## src/rtl/dbgbrk_pkg.sv

```systemverilog
package dbgbrk_pkg;
  localparam int NCH = 2;

  typedef enum logic [1:0] {
    BK_FETCH = 2'd0,
    BK_READ  = 2'd1,
    BK_WRITE = 2'd2,
    BK_NONE  = 2'd3
  } bus_kind_e;

  typedef enum logic [1:0] {
    SEL_FETCH = 2'd0,
    SEL_READ  = 2'd1,
    SEL_WRITE = 2'd2,
    SEL_RDWR  = 2'd3
  } chan_sel_e;
endpackage

```

## src/rtl/dbgbrk_chan.sv

```systemverilog
module dbgbrk_chan
  import dbgbrk_pkg::*;
#(
  parameter int AW = 32,
  parameter int DW = 32
) (
  input  logic          bus_valid,
  input  logic [1:0]    bus_kind,
  input  logic [AW-1:0] bus_addr,
  input  logic [DW-1:0] bus_data,
  input  logic          en,
  input  logic [1:0]    sel,
  input  logic          post,
  input  logic [AW-1:0] cmp_addr,
  input  logic [AW-1:0] cmp_mask,
  input  logic [DW-1:0] cmp_data,
  input  logic          data_en,
  output logic          hit,
  output logic          fetch_pre,
  output logic          fetch_post,
  output logic          data_cls
);
  bus_kind_e kind;
  chan_sel_e csel;
  logic      kind_ok;
  logic      addr_ok;
  logic      data_ok;

  assign kind = bus_kind_e'(bus_kind);
  assign csel = chan_sel_e'(sel);

  always_comb begin
    unique case (csel)
      SEL_FETCH: kind_ok = (kind == BK_FETCH);
      SEL_READ:  kind_ok = (kind == BK_READ);
      SEL_WRITE: kind_ok = (kind == BK_WRITE);
      default:   kind_ok = (kind == BK_READ) || (kind == BK_WRITE);
    endcase
  end

  assign addr_ok    = ((bus_addr ^ cmp_addr) & ~cmp_mask) == '0;
  assign data_cls   = (csel != SEL_FETCH);
  assign data_ok    = !(data_cls && data_en) || (bus_data == cmp_data);
  assign hit        = en && bus_valid && kind_ok && addr_ok && data_ok;
  assign fetch_pre  = (csel == SEL_FETCH) && !post;
  assign fetch_post = (csel == SEL_FETCH) && post;
endmodule

```

## src/rtl/dbgbrk_seq.sv

```systemverilog
module dbgbrk_seq
  import dbgbrk_pkg::*;
(
  input  logic           clk,
  input  logic           rst_n,
  input  logic           seq_en,
  input  logic           seq_clr,
  input  logic [NCH-1:0] hit,
  input  logic [NCH-1:0] flag_clr,
  output logic [NCH-1:0] ev,
  output logic [NCH-1:0] flag_q,
  output logic           armed_q
);
  logic [NCH-1:0] flag_d;
  logic [NCH-1:0] flag_set;
  logic           armed_d;
  logic           flag_upd;
  logic           armed_upd;

  // Effective break events: in chained mode A only arms, B needs prior arming
  always_comb begin
    ev[0] = hit[0] && !seq_en;
    ev[1] = hit[1] && (!seq_en || armed_q);
  end

  always_comb begin
    flag_set  = {ev[1], hit[0]};
    flag_d    = flag_set | (flag_q & ~flag_clr);
    flag_upd  = |flag_set || |flag_clr;
    if (seq_clr || !seq_en) begin
      armed_d = 1'b0;
    end else if (hit[0]) begin
      armed_d = 1'b1;
    end else if (ev[1]) begin
      armed_d = 1'b0;
    end else begin
      armed_d = armed_q;
    end
    armed_upd = (armed_d != armed_q);
  end

  always_ff @(posedge clk or negedge rst_n) begin
    if (!rst_n) begin
      flag_q <= '0;
    end else if (flag_upd) begin
      flag_q <= flag_d;
    end
  end

  always_ff @(posedge clk or negedge rst_n) begin
    if (!rst_n) begin
      armed_q <= 1'b0;
    end else if (armed_upd) begin
      armed_q <= armed_d;
    end
  end
endmodule

```

## src/rtl/dbgbrk_gate.sv

```systemverilog
module dbgbrk_gate
  import dbgbrk_pkg::*;
(
  input  logic           clk,
  input  logic           rst_n,
  input  logic [NCH-1:0] ev,
  input  logic [NCH-1:0] fetch_pre,
  input  logic [NCH-1:0] fetch_post,
  input  logic [NCH-1:0] data_cls,
  input  logic           insn_done,
  input  logic           done_trap,
  input  logic           nx_exc,
  input  logic           nx_sleep,
  input  logic           nx_nmi,
  output logic           pre_fire,
  output logic           pend_fetch_q,
  output logic           pend_data_q,
  output logic           brk_req
);
  logic arm_fetch;
  logic arm_data;
  logic post_fire;
  logic pend_fetch_d;
  logic pend_data_d;
  logic pend_upd;

  always_comb begin
    pre_fire  = |(ev & fetch_pre);
    // pre-execution wins: post arms in the same cycle are discarded
    arm_fetch = |(ev & fetch_post) && !pre_fire;
    arm_data  = |(ev & data_cls) && !pre_fire;
    post_fire = insn_done &&
                ((pend_fetch_q && !done_trap && !nx_nmi) ||
                 (pend_data_q  && !nx_exc    && !nx_sleep));
    pend_fetch_d = (pend_fetch_q && !insn_done) || arm_fetch;
    pend_data_d  = (pend_data_q  && !insn_done) || arm_data;
    pend_upd     = insn_done || arm_fetch || arm_data;
    brk_req      = pre_fire || post_fire;
  end

  always_ff @(posedge clk or negedge rst_n) begin
    if (!rst_n) begin
      pend_fetch_q <= 1'b0;
      pend_data_q  <= 1'b0;
    end else if (pend_upd) begin
      pend_fetch_q <= pend_fetch_d;
      pend_data_q  <= pend_data_d;
    end
  end
endmodule

```

## src/rtl/dbgbrk_top.sv

```systemverilog
module dbgbrk_top
  import dbgbrk_pkg::*;
#(
  parameter int AW = 32,
  parameter int DW = 32
) (
  input  logic                   clk,
  input  logic                   rst_n,
  input  logic                   bus_valid,
  input  logic [1:0]             bus_kind,
  input  logic [AW-1:0]          bus_addr,
  input  logic [DW-1:0]          bus_data,
  input  logic [1:0]             ch_en,
  input  logic [1:0][1:0]        ch_sel,
  input  logic [1:0]             ch_post,
  input  logic [1:0][AW-1:0]     ch_addr,
  input  logic [1:0][AW-1:0]     ch_mask,
  input  logic [1:0][DW-1:0]     ch_data,
  input  logic [1:0]             ch_data_en,
  input  logic                   seq_en,
  input  logic                   seq_clr,
  input  logic [1:0]             flag_clr,
  input  logic                   insn_done,
  input  logic                   done_trap,
  input  logic                   nx_exc,
  input  logic                   nx_sleep,
  input  logic                   nx_nmi,
  output logic                   brk_req,
  output logic [1:0]             cond_flag,
  output logic                   seq_armed
);
  logic [1:0]     rst_sync;
  logic           rst_int_n;
  logic [NCH-1:0] hit;
  logic [NCH-1:0] fetch_pre;
  logic [NCH-1:0] fetch_post;
  logic [NCH-1:0] data_cls;
  logic [NCH-1:0] ev;
  logic           pre_fire;
  logic           pend_fetch;
  logic           pend_data;

  // asynchronous assert, synchronous release
  always_ff @(posedge clk or negedge rst_n) begin
    if (!rst_n) begin
      rst_sync <= 2'b00;
    end else begin
      rst_sync <= {rst_sync[0], 1'b1};
    end
  end
  assign rst_int_n = rst_sync[1];

  for (genvar c = 0; c < NCH; c++) begin : g_chan
    dbgbrk_chan #(.AW(AW), .DW(DW)) u_chan (
      .bus_valid (bus_valid),
      .bus_kind  (bus_kind),
      .bus_addr  (bus_addr),
      .bus_data  (bus_data),
      .en        (ch_en[c]),
      .sel       (ch_sel[c]),
      .post      (ch_post[c]),
      .cmp_addr  (ch_addr[c]),
      .cmp_mask  (ch_mask[c]),
      .cmp_data  (ch_data[c]),
      .data_en   (ch_data_en[c]),
      .hit       (hit[c]),
      .fetch_pre (fetch_pre[c]),
      .fetch_post(fetch_post[c]),
      .data_cls  (data_cls[c])
    );
  end

  dbgbrk_seq u_seq (
    .clk     (clk),
    .rst_n   (rst_int_n),
    .seq_en  (seq_en),
    .seq_clr (seq_clr),
    .hit     (hit),
    .flag_clr(flag_clr),
    .ev      (ev),
    .flag_q  (cond_flag),
    .armed_q (seq_armed)
  );

  dbgbrk_gate u_gate (
    .clk         (clk),
    .rst_n       (rst_int_n),
    .ev          (ev),
    .fetch_pre   (fetch_pre),
    .fetch_post  (fetch_post),
    .data_cls    (data_cls),
    .insn_done   (insn_done),
    .done_trap   (done_trap),
    .nx_exc      (nx_exc),
    .nx_sleep    (nx_sleep),
    .nx_nmi      (nx_nmi),
    .pre_fire    (pre_fire),
    .pend_fetch_q(pend_fetch),
    .pend_data_q (pend_data),
    .brk_req     (brk_req)
  );
endmodule

```

## config.mk

```make
export PLATFORM = sky130hd
export DESIGN_NAME = dbgbrk_top
export DESIGN_NICKNAME = d
export VERILOG_FILES = /design/src/rtl/dbgbrk_pkg.sv /design/src/rtl/dbgbrk_chan.sv /design/src/rtl/dbgbrk_seq.sv /design/src/rtl/dbgbrk_gate.sv /design/src/rtl/dbgbrk_top.sv
export SDC_FILE = /design/constraint.sdc
export NUM_CORES = 1
export LEC_CHECK = 0
export CAP_MARGIN = 20
export CORE_AREA = 2 2 110 112
export CTS_CLUSTER_DIAMETER = 60
export DETAILED_ROUTE_END_ITERATION = 8
export DIE_AREA = 0 0 112 114
export DONT_BUFFER_PORTS = 1
export PLACE_DENSITY = 0.32
export SLEW_MARGIN = 25
export SYNTH_ARGS = -nofsm -noshare
export SYNTH_HDL_FRONTEND = slang
export SYNTH_SLANG_ARGS = --single-unit
```

## constraint.sdc

```tcl
create_clock -name clk -period 2.8 [get_ports clk]
set_input_delay 0.56 -clock clk [delete_from_list [all_inputs] [get_ports clk]]
set_output_delay 0.56 -clock clk [all_outputs]
set_load 0.02 [all_outputs]
```

==> impl_metrics.env, run 1 <==
export IMPL_drive_gt1_frac=0.09091
export IMPL_core_mm2=0.01171
export IMPL_powerDensity_mw_per_mm2=269.8
export IMPL_wl_per_cell_um=22.67
export IMPL_cp_num_buf_inv=1
export IMPL_synth_edf_count=0
export IMPL_antenna_left=0
export IMPL_synth_flop_cell="dfrtp_1"
export IMPL_fin_crit_sh=0.9796
export IMPL_final_cell_mix="xnor2_1, o22ai_1, nand4_1"
export IMPL_timing_final_ws_setup_ns=0.05704
export IMPL_intPower_mw=0.4752
export IMPL_met3_usage=0.01488
export IMPL_max_stage_delay_ns=0.38
export IMPL_cts_reportedPaths_clkPinSlew_ns=0.04
export IMPL_status="completed"
export IMPL_crit_top_cell="nor4_2"
export IMPL_fin_hold_ws_ns=0.02598
export IMPL_cp_slowest_cell="nor4_2"
export IMPL_htreeDepth=1
export IMPL_place_area_mm2=0.002225
export IMPL_place_ws_ns=-0.09860
export IMPL_synth_area_leader_cell="xnor2_1"
export IMPL_cap_violations=0
export IMPL_synth_nets=529
export IMPL_gr_max_usage_layer="met2"
export IMPL_rsz0062_at_grt="true"
export IMPL_ctsRootBufferMaster="clkbuf_16"
export IMPL_place_congestion=0.7360
export IMPL_grt_overflow=0
export IMPL_yosysSeqAreaShare=0.08679
export IMPL_hold_viol=0
export IMPL_die_y_um=114
export IMPL_insertion_delay_ns=0.23
export IMPL_endpoint_kind="primary output"
export IMPL_final_common_cell="xnor2_1"
export IMPL_cp_start_kind="primary input"
export IMPL_netlist_area_mm2=0.002018
export IMPL_p_comb_frac=0.464
export IMPL_rows=40
export IMPL_switching_share=0.2649
export IMPL_seq_power_share=0.162
export IMPL_drtPass1Iterations=4
export IMPL_crit_family="simple AND/OR/NAND/NOR gates"
export IMPL_gr_usage_all_layers=0.1267
export IMPL_grt_max_degree=6
export IMPL_hpwl_um=8653
export IMPL_required_ns=2.24
export IMPL_worst_endpoint_arrival_ns=2.18
export IMPL_final_max_slew_violation_count=0
export IMPL_wl_um=9066
export IMPL_worstSetupStartpoint="ch_addr[22]"
export IMPL_diodes=0
export IMPL_synthCells=246
export IMPL_die_w_um=112
export IMPL_synth_seq_cells=7
export IMPL_ys_warnings_count=0
export IMPL_met1_usage=0.1493
export IMPL_path_class="in2out"
export IMPL_routed_via_density=4.715
export IMPL_syn_avg_cell_area_um2=8.204
export IMPL_max_freq_ghz=0.3646
export IMPL_holdCritPathClass="in2async"
export IMPL_r2r_start="u_seq.armed_q$_DFFE_PN0P_"
export IMPL_final_nets=537
export IMPL_p_switching_mw=0.1713
export IMPL_setup_violations=0
export IMPL_drc=0
export IMPL_ioPinCount=284
export IMPL_die_area_mm2=0.01277
export IMPL_final_cell_area_mm2=0.002396
export IMPL_synthDistinctLibCells=28
export IMPL_yosysTopAreaCellShare=0.5555
export IMPL_skew_ns=0.001802
export IMPL_path_max_fanout=3
export IMPL_cts_tree="done"
export IMPL_leakagePower_nw=0.6644
export IMPL_io_buffers=0
export IMPL_ir_drop_uv=212.4
export IMPL_path_cells="xnor2_2 > o22ai_2 > nor4_2 > buf_4 > o211ai_1 > nor4_2 > a32o_2 > a21o_1"
export IMPL_routed_via_count=1886
export IMPL_use_met2=0.2477
export IMPL_synthArstFlopShare=1.000
export IMPL_grt_pass1_vias=2040
export IMPL_synth_area_leaders="xnor2_1, o22ai_1, dfrtp_1, nand4_1, nor4_1"
export IMPL_grt_pass1_wl_um=11800
export IMPL_clock_path_buffers=2
export IMPL_power_share_clock=0.374
export IMPL_cts_sinks=7
export IMPL_initial_core_util=0.1723
export IMPL_syn_to_final_growth_pct=18.72
export IMPL_antenna_found_initial=0
export IMPL_period_needed_ns=2.743
export IMPL_drt_iter0_drc=61
export IMPL_cts_buffers=3
==> registers in the layout, summed over array words and instances, names as in the netlist <==
register             count
u_seq.armed_q            1
u_gate.pend_fetch_q      1
u_seq.flag_q             2
rst_sync                 2
u_gate.pend_data_q       1
==> what timing repair did <==
action,4_1_cts,5_1_grt
hold buffers,0,0
setup endpoints to repair,1,1
pin swaps,1,4
buffers inserted,0,0
gates resized for setup,2,10
==> cells by family after synthesis <==
kind of cell    after synthesis  synth area share
xor+xnor                    128            0.5555
compound gates               50            0.1655
simple gates                 44            0.1314
buf+inv                      10           0.01860
flops                         7           0.08680
fa+ha+maj                     3           0.01860
mux                           3           0.02170
other cells                   1          0.001858
==> layout make-up <==
class	instances	area (um2)
sequential	7	175.2
fill	1309	9315
clock buffer	4	78.83
tap	147	183.9
timing repair buffer	3	22.52
inverter	10	37.54
multi-input combinational	229	1898
==> cells in the mapped netlist (all sizes together) (2+ instances only) <==
cell,number
a21oi,2
nand4,17
nor2,8
o21ai,3
a21o,2
o22ai,30
dfrtp,7
o22a,2
nand2,5
xnor2,128
o211ai,3
inv,10
a21boi,2
ha,3
nor4,11
a211oi,2
==> per-stage QoR <==
step                      setup TNS (ns)    util  std cells  power (mW)
after floorplan                        0       -        246      0.3337
after global placement          -0.08731  0.1900        396      0.3986
after detailed placement        -0.09860  0.1900        396      0.3971
after CTS                              0  0.1978        400      0.6503
after global routing            -0.03102  0.2046        400      0.6871
final                                  0  0.2046        400      0.6465
==> routing by layer <==
layer  vias up  part of all wire
li1        900                 -
met1       845              0.39
met2       137              0.54
met3         4             0.064
met4         0            0.0099
met5         -                 0
==> power groups by stage <==
stage / logic [mW] / registers, mW / clock network [mW]
finish: 0.300 / 0.105 / 0.242
detailed placement: 0.291 / 0.106 / 0
floorplan: 0.228 / 0.106 / 0
global route: 0.327 / 0.105 / 0.255
global placement: 0.292 / 0.106 / 0
CTS: 0.297 / 0.105 / 0.249
==> final timing paths <==
| check | end | slack, ns | cells after the start |
|---|---|---|---|
| max | brk_req | 0.06 | 8 |
| min | rst_sync[0]$_DFF_PN0_ | 0.03 | 0 |
| max reg2reg | u_gate.pend_data_q$_DFFE_PN0P_ | 1.19 | 6 |
| min reg2reg | u_seq.flag_q[1]$_DFFE_PN0P_ | 0.07 | 0 |
| max in group asynchronous | u_seq.armed_q$_DFFE_PN0P_ | 2.55 | 0 |
| min in group clk | rst_sync[1]$_DFF_PN0_ | 0.36 | 0 |
(Power assumes the default switching activity.)
==> run 2, diff against run 1 <==
--- a/config.mk
+++ b/config.mk
@@ -11,7 +11,8 @@
 export DETAILED_ROUTE_END_ITERATION = 8
 export DIE_AREA = 0 0 112 114
 export DONT_BUFFER_PORTS = 1
-export PLACE_DENSITY = 0.32
+export RECOVER_POWER = 25
+export REMOVE_ABC_BUFFERS = 1
 export SLEW_MARGIN = 25
 export SYNTH_ARGS = -nofsm -noshare
 export SYNTH_HDL_FRONTEND = slang
==> run 2 against run 1 <==
Compared with the run above: fmax grew 1.7%; routed wire length down 2.3%; design area down 3.9%; die area unchanged; non-clock buffer count decreased by 1; critical path type unchanged; critical endpoint unchanged; largest cell class unchanged; highest routed layer is now met5.
==> impl_metrics.env, run 2 (synthesized netlist as in run 1, its figures left out) <==
export IMPL_status="completed"
export IMPL_endpoint_kind="primary output"
export IMPL_cts_sinks=7
export IMPL_required_ns=2.24
export IMPL_die_area_mm2=0.01277
export IMPL_holdCritPathClass="in2async"
export IMPL_crit_family="compound AO/OA/AOI/OAI gates"
export IMPL_p_comb_frac=0.456
export IMPL_cts_tree="done"
export IMPL_htreeDepth=1
export IMPL_syn_to_final_growth_pct=14.07
export IMPL_drtPass1Iterations=4
export IMPL_seq_power_share=0.167
export IMPL_slew_headroom=0.6554
export IMPL_path_cells="inv_1 > ha_1 > mux4_2 > o2111ai_1 > nor3_4 > a32o_2 > a21o_1"
export IMPL_cts_buffers=3
export IMPL_regArea_um2=175.2
export IMPL_cp_start_kind="primary input"
export IMPL_routed_via_density=4.967
export IMPL_powerDensity_mw_per_mm2=273.2
export IMPL_final_max_slew_violation_count=0
export IMPL_final_common_cell="xnor2_1"
export IMPL_grt_max_degree=6
export IMPL_top_regs="rst_sync (2), u_seq.flag_q (2)"
export IMPL_io_buffers=0
export IMPL_period_needed_ns=2.697
export IMPL_final_cell_mix="xnor2_1, o22ai_1, nand4_1"
export IMPL_grt_overflow=0
export IMPL_grt_pass1_wl_um=11810
export IMPL_insertion_delay_ns=0.23
export IMPL_power_share_clock=0.378
export IMPL_gr_usage_all_layers=0.1241
export IMPL_core_mm2=0.01171
export IMPL_routed_via_count=1982
export IMPL_r2r_cells=7
export IMPL_fin_crit_sh=0.9632
export IMPL_ioPinCount=284
export IMPL_drc=0
export IMPL_cts_reportedPaths_clkPinSlew_ns=0.04
export IMPL_cp_slowest_cell="mux4_2"
export IMPL_skew_ns=0.002849
export IMPL_final_nets=536
export IMPL_clock_path_buffers=2
export IMPL_tns_ns=0
export IMPL_grt_pass1_vias=2074
export IMPL_max_stage_delay_ns=0.48
export IMPL_cts_setup_buffers=0
export IMPL_diodes=0
export IMPL_intPower_mw=0.4616
export IMPL_path_max_fanout=3
export IMPL_wl_per_cell_um=22.20
export IMPL_rsz0062_at_grt="true"
export IMPL_initial_core_util=0.1723
export IMPL_rows=40
export IMPL_cp_num_cells=7
export IMPL_fillers=1326
export IMPL_antenna_left=0
export IMPL_leakagePower_nw=0.6200
export IMPL_setup_violations=0
export IMPL_die_y_um=114
export IMPL_max_freq_ghz=0.3708
export IMPL_drt_iter0_drc=128
export IMPL_tightest_slew_ns=0.5121
export IMPL_antenna_found_initial=1
export IMPL_cap_violations=0
export IMPL_ir_drop_uv=289.0
export IMPL_drive_gt1_frac=0.05556
export IMPL_hpwl_um=8400
export IMPL_hold_viol=0
export IMPL_multi_input_area_mm2=0.001810
export IMPL_place_congestion=0.8244
export IMPL_p_switching_mw=0.1673
export IMPL_worst_endpoint_arrival_ns=2.14
export IMPL_ctsRootBufferMaster="clkbuf_16"
export IMPL_final_core_util=0.1966
export IMPL_cp_num_buf_inv=1
export IMPL_switching_share=0.2661
export IMPL_die_w_um=112
export IMPL_wl_um=8857
export IMPL_path_class="in2out"
-- run 2: power groups by stage --
stage                     sequential [mW]  clock (mW)  combinational (mW)
final                               0.105       0.237               0.287
after global routing                0.105       0.250               0.314
after CTS                           0.105       0.243               0.289
after detailed placement            0.106           0               0.286
after global placement              0.106           0               0.282
after floorplan                     0.106           0               0.228
-- run 2: metal layers --
| layer | up-vias | global-route usage | share of wire | routed length (um) |
|---|---|---|---|---|
| li1 | 895 | - | - | - |
| met1 | 920 | 0.1705 | 0.41 | 3606 |
| met2 | 155 | 0.2040 | 0.48 | 4252 |
| met3 | 10 | 0.02285 | 0.093 | 827 |
| met4 | 2 | 0.02683 | 0.018 | 157 |
| met5 | - | 0 | 0.0015 | 13 |
-- run 2: what timing repair did --
item                                    in CTS  in global routing
hold buffers                                 0                  0
endpoints found under the setup margin       0                  1
resized for setup                            0                  1
-- run 2: metrics by stage --
stage               power, mW  cells  hold slack, ns  setup WS [ns]  cell area, um2
finish                 0.6289    399         0.02712         0.1031            2302
global route           0.6689    399         0.01968       -0.03219            2302
CTS                    0.6366    399         0.02343        0.07923            2297
detailed placement     0.3923    395         0.09627        0.07939            2217
global placement       0.3879    395         0.08721        0.09982            2217
floorplan              0.3337    246         0.05406         0.1824            2018
-- run 2: path summary, 6_finish.rpt --
| kind | from | endpoint | slack [ns] |
|---|---|---|---|
| min in group clk | rst_sync[0]$_DFF_PN0_ | rst_sync[1]$_DFF_PN0_ | 0.35 |
| worst min register to register | rst_sync[1]$_DFF_PN0_ | u_seq.flag_q[0]$_DFFE_PN0P_ | 0.08 |
| worst min-delay path | rst_n | rst_sync[1]$_DFF_PN0_ | 0.03 |
| max in group asynchronous | rst_sync[1]$_DFF_PN0_ | u_gate.pend_data_q$_DFFE_PN0P_ | 2.54 |
| worst max register to register | u_seq.armed_q$_DFFE_PN0P_ | u_gate.pend_fetch_q$_DFFE_PN0P_ | 1.15 |
| worst max-delay path | bus_kind[0] | brk_req | 0.10 |
-- run 2: cell type report --
class                      instances  area share
clock buffer                       3     0.03261
clock inverter                     1    0.002174
inverter                          10     0.01630
multi-input combinational        229      0.7864
sequential                         7     0.07609
tap                              147     0.07989
timing repair buffer               2    0.006522
==> run 3, diff against run 2 <==
--- a/config.mk
+++ b/config.mk
@@ -16,4 +16,5 @@
 export SLEW_MARGIN = 25
 export SYNTH_ARGS = -nofsm -noshare
 export SYNTH_HDL_FRONTEND = slang
+export SYNTH_HIERARCHICAL = 1
 export SYNTH_SLANG_ARGS = --single-unit
==> constraint.sdc (replaced) <==
create_clock -name clk -period 2.8 [get_ports clk]
set_input_delay 0.28 -clock clk [delete_from_list [all_inputs] [get_ports clk]]
set_output_delay 0.28 -clock clk [all_outputs]
set_load 0.02 [all_outputs]
==> run 3 against run 2 <==
Compared with the run above: routed wire length fell by 0.26%; first-iteration DRC count shrank 53%; die area unchanged; non-clock buffer count increased by 3; critical path depth grew 1; critical path type unchanged; clock skew shrank 0.0021 ns; register-to-register slack better by 0.36 ns; setup slack gained 0.17 ns; sequential cell count unchanged; sequential power about the same; fmax grew 6.8%; sequential share of layout area is 0.36 points lower.
==> impl_metrics.env, run 3 <==
export IMPL_max_freq_ghz=0.3961
export IMPL_die_y_um=114
export IMPL_grt_max_degree=6
export IMPL_final_core_util=0.2063
export IMPL_initial_core_util=0.1782
export IMPL_required_ns=2.52
export IMPL_ioPinCount=284
export IMPL_ys_warnings_count=6
export IMPL_netlist_area_mm2=0.002087
export IMPL_worst_endpoint_arrival_ns=2.24
export IMPL_gr_usage_all_layers=0.1257
export IMPL_period_needed_ns=2.525
export IMPL_cp_num_cells=8
export IMPL_place_congestion=0.8662
export IMPL_skew_ns=0.0007651
export IMPL_hpwl_um=8458
export IMPL_leakagePower_nw=0.7106
export IMPL_holdCritPathClass="reg2async"
export IMPL_cp_num_buf_inv=0
export IMPL_routed_via_count=1945
export IMPL_final_cell_area_mm2=0.002416
export IMPL_core_mm2=0.01171
export IMPL_ys_top_cells_by_count="xnor2_1, o22ai_1, nor2_1"
export IMPL_fin_hold_ws_ns=0.08007
export IMPL_cts_setup_buffers=0
export IMPL_synth_area_leaders="xnor2_1, o22ai_1, dfrtp_1, nand4_1, nor2_1"
export IMPL_yosysMostFrequentCell="xnor2_1"
export IMPL_path_max_fanout=3
export IMPL_rows=40
export IMPL_synthCells=258
export IMPL_worstSetupStartpoint="ch_data[10]"
export IMPL_drive_gt1_frac=0.06742
export IMPL_routed_via_density=4.698
export IMPL_grt_pass1_wl_um=11800
export IMPL_drtPass1Iterations=4
export IMPL_synth_seq_cells=7
export IMPL_status="completed"
export IMPL_hold_viol=0
export IMPL_synth_edf_count=0
export IMPL_die_w_um=112
export IMPL_fin_crit_sh=0.9017
export IMPL_clock_path_buffers=2
export IMPL_setup_violations=0
export IMPL_fillers=1278
export IMPL_cp_slowest_cell="a311oi_4"
export IMPL_rsz0062_at_grt="false"
export IMPL_r2r_cells=4
export IMPL_syn_to_final_growth_pct=15.77
export IMPL_die_area_mm2=0.01277
export IMPL_final_common_cell="xnor2_1"
export IMPL_r2r_start="u_seq/armed_q$_DFFE_PN0P_"
export IMPL_io_buffers=0
export IMPL_insertion_delay_ns=0.23
export IMPL_final_max_slew_violation_count=0
export IMPL_synth_flop_cell="dfrtp_1"
export IMPL_syn_avg_cell_area_um2=8.089
export IMPL_multi_input_area_mm2=0.001897
export IMPL_cts_tree="done"
export IMPL_yosysSeqAreaShare=0.08393
export IMPL_tns_ns=0
export IMPL_yosysTopAreaCellShare=0.5372
export IMPL_synthArstFlopShare=1.000
export IMPL_grt_overflow=0
export IMPL_final_nets=554
export IMPL_htreeDepth=1
export IMPL_crit_family="simple AND/OR/NAND/NOR gates"
export IMPL_antenna_found_initial=0
export IMPL_wl_um=8834
export IMPL_max_stage_delay_ns=0.38
export IMPL_regArea_um2=175.2
export IMPL_wl_per_cell_um=21.34
export IMPL_cap_violations=0
export IMPL_drc=0
export IMPL_diodes=0
export IMPL_path_cells="xnor2_1 > nand4_1 > nor4_2 > nand2_1 > a311oi_4 > nor2b_2 > a22o_4 > a311o_1"
export IMPL_ir_drop_uv=151.1
export IMPL_synth_area_leader_cell="xnor2_1"
export IMPL_powerDensity_mw_per_mm2=258.8
export IMPL_path_class="in2out"
export IMPL_power_total_mw=0.6253
export IMPL_antenna_left=0
export IMPL_top_regs="rst_sync (2), u_seq/flag_q (2)"
export IMPL_synthDistinctLibCells=26
export IMPL_cts_reportedPaths_clkPinSlew_ns=0.04
export IMPL_endpoint_kind="primary output"
export IMPL_cts_sinks=7
export IMPL_place_area_mm2=0.002301
export IMPL_cp_start_kind="primary input"
export IMPL_ctsRootBufferMaster="clkbuf_16"
export IMPL_cts_buffers=3
export IMPL_final_cell_mix="xnor2_1, o22ai_1, nor2_1"
export IMPL_drt_iter0_drc=60
export IMPL_grt_pass1_vias=2196
## run 3: cell count changes in the layout (fill, tap and decap cells not counted), moves of 2 or more
cell	previous run	this run
a21boi_0	2	0
a21oi_1	2	0
a22oi_1	0	2
buf_4	2	4
ha_1	3	6
nand2_1	5	2
nand4_1	17	20
nor2_1	8	21
nor4_1	9	4
o21ai_0	3	0
o22a_1	2	0
o22ai_1	30	32
## run 3: cells by family (layout without fill, tap and decap cells)
kind of cell	count (synthesis)	in the layout	synth area share
other	1	1	0.001797
DFF	7	7	0.08393
adders and majority gates	6	6	0.03597
AOI/OAI and AO/OA	45	45	0.1577
buffers and inverters	11	20	0.01978
and+or+nand+nor	56	56	0.1433
xor gates and xnor gates	128	128	0.5372
muxes	4	4	0.02038
## run 3: metal layers
layer | track usage | share of wire
met5 | 0 | 0
met4 | 0.01057 | 0.0041
met3 | 0.02444 | 0.096
met2 | 0.2752 | 0.58
met1 | 0.1240 | 0.32
## run 3: area by class of cell
cell class              count  share of cell area
repair buffers              5             0.01657
clock buffers               4             0.03263
multi-input cells         240              0.7851
inverters                  11             0.01709
well taps                 147             0.07613
flip-flops and latches      7             0.07250
## run 3: worst paths after layout
kind | slack, ns | endpoint
min in group clk | 0.16 | u_gate/pend_fetch_q$_DFFE_PN0P_
worst min register to register | 0.08 | u_seq/flag_q[0]$_DFFE_PN0P_
worst max register to register | 1.51 | u_gate/pend_fetch_q$_DFFE_PN0P_
max in group asynchronous | 2.39 | rst_sync[1]$_DFF_PN0_
worst min-delay path | 0.08 | u_seq/flag_q[0]$_DFFE_PN0P_
worst max-delay path | 0.28 | brk_req
## run 3: stage by stage
stage	std cells	setup slack [ns]
4_1_cts	414	0.04414
2_1_floorplan	258	0.6258
3_5_place_dp	409	-0.1209
5_1_grt	414	0.07450
3_3_place_gp	409	-0.07329
6_report	414	0.2752
## run 3: report_power, final
group | internal [mW] | total, mW | switching (mW) | leakage, nW
logic | 0.173 | 0.281 | 0.108 | 0.579
clock network | 0.189 | 0.240 | 0.0506 | 0.0382
registers | 0.103 | 0.105 | 0.00157 | 0.0932
## run 3: worst register-to-register path: stages, from the launching register on
cell	delay (ns)
dfrtp_1	0.45
nand2b_1	0.20
and2_1	0.19
a22o_4	0.23
o22ai_1	0.13
## run 3: what timing repair did
action	CTS	global route
resized for setup	2	2
hold buffers	1	0
endpoints found under the setup margin	1	1
endpoints found under the hold margin	2	0
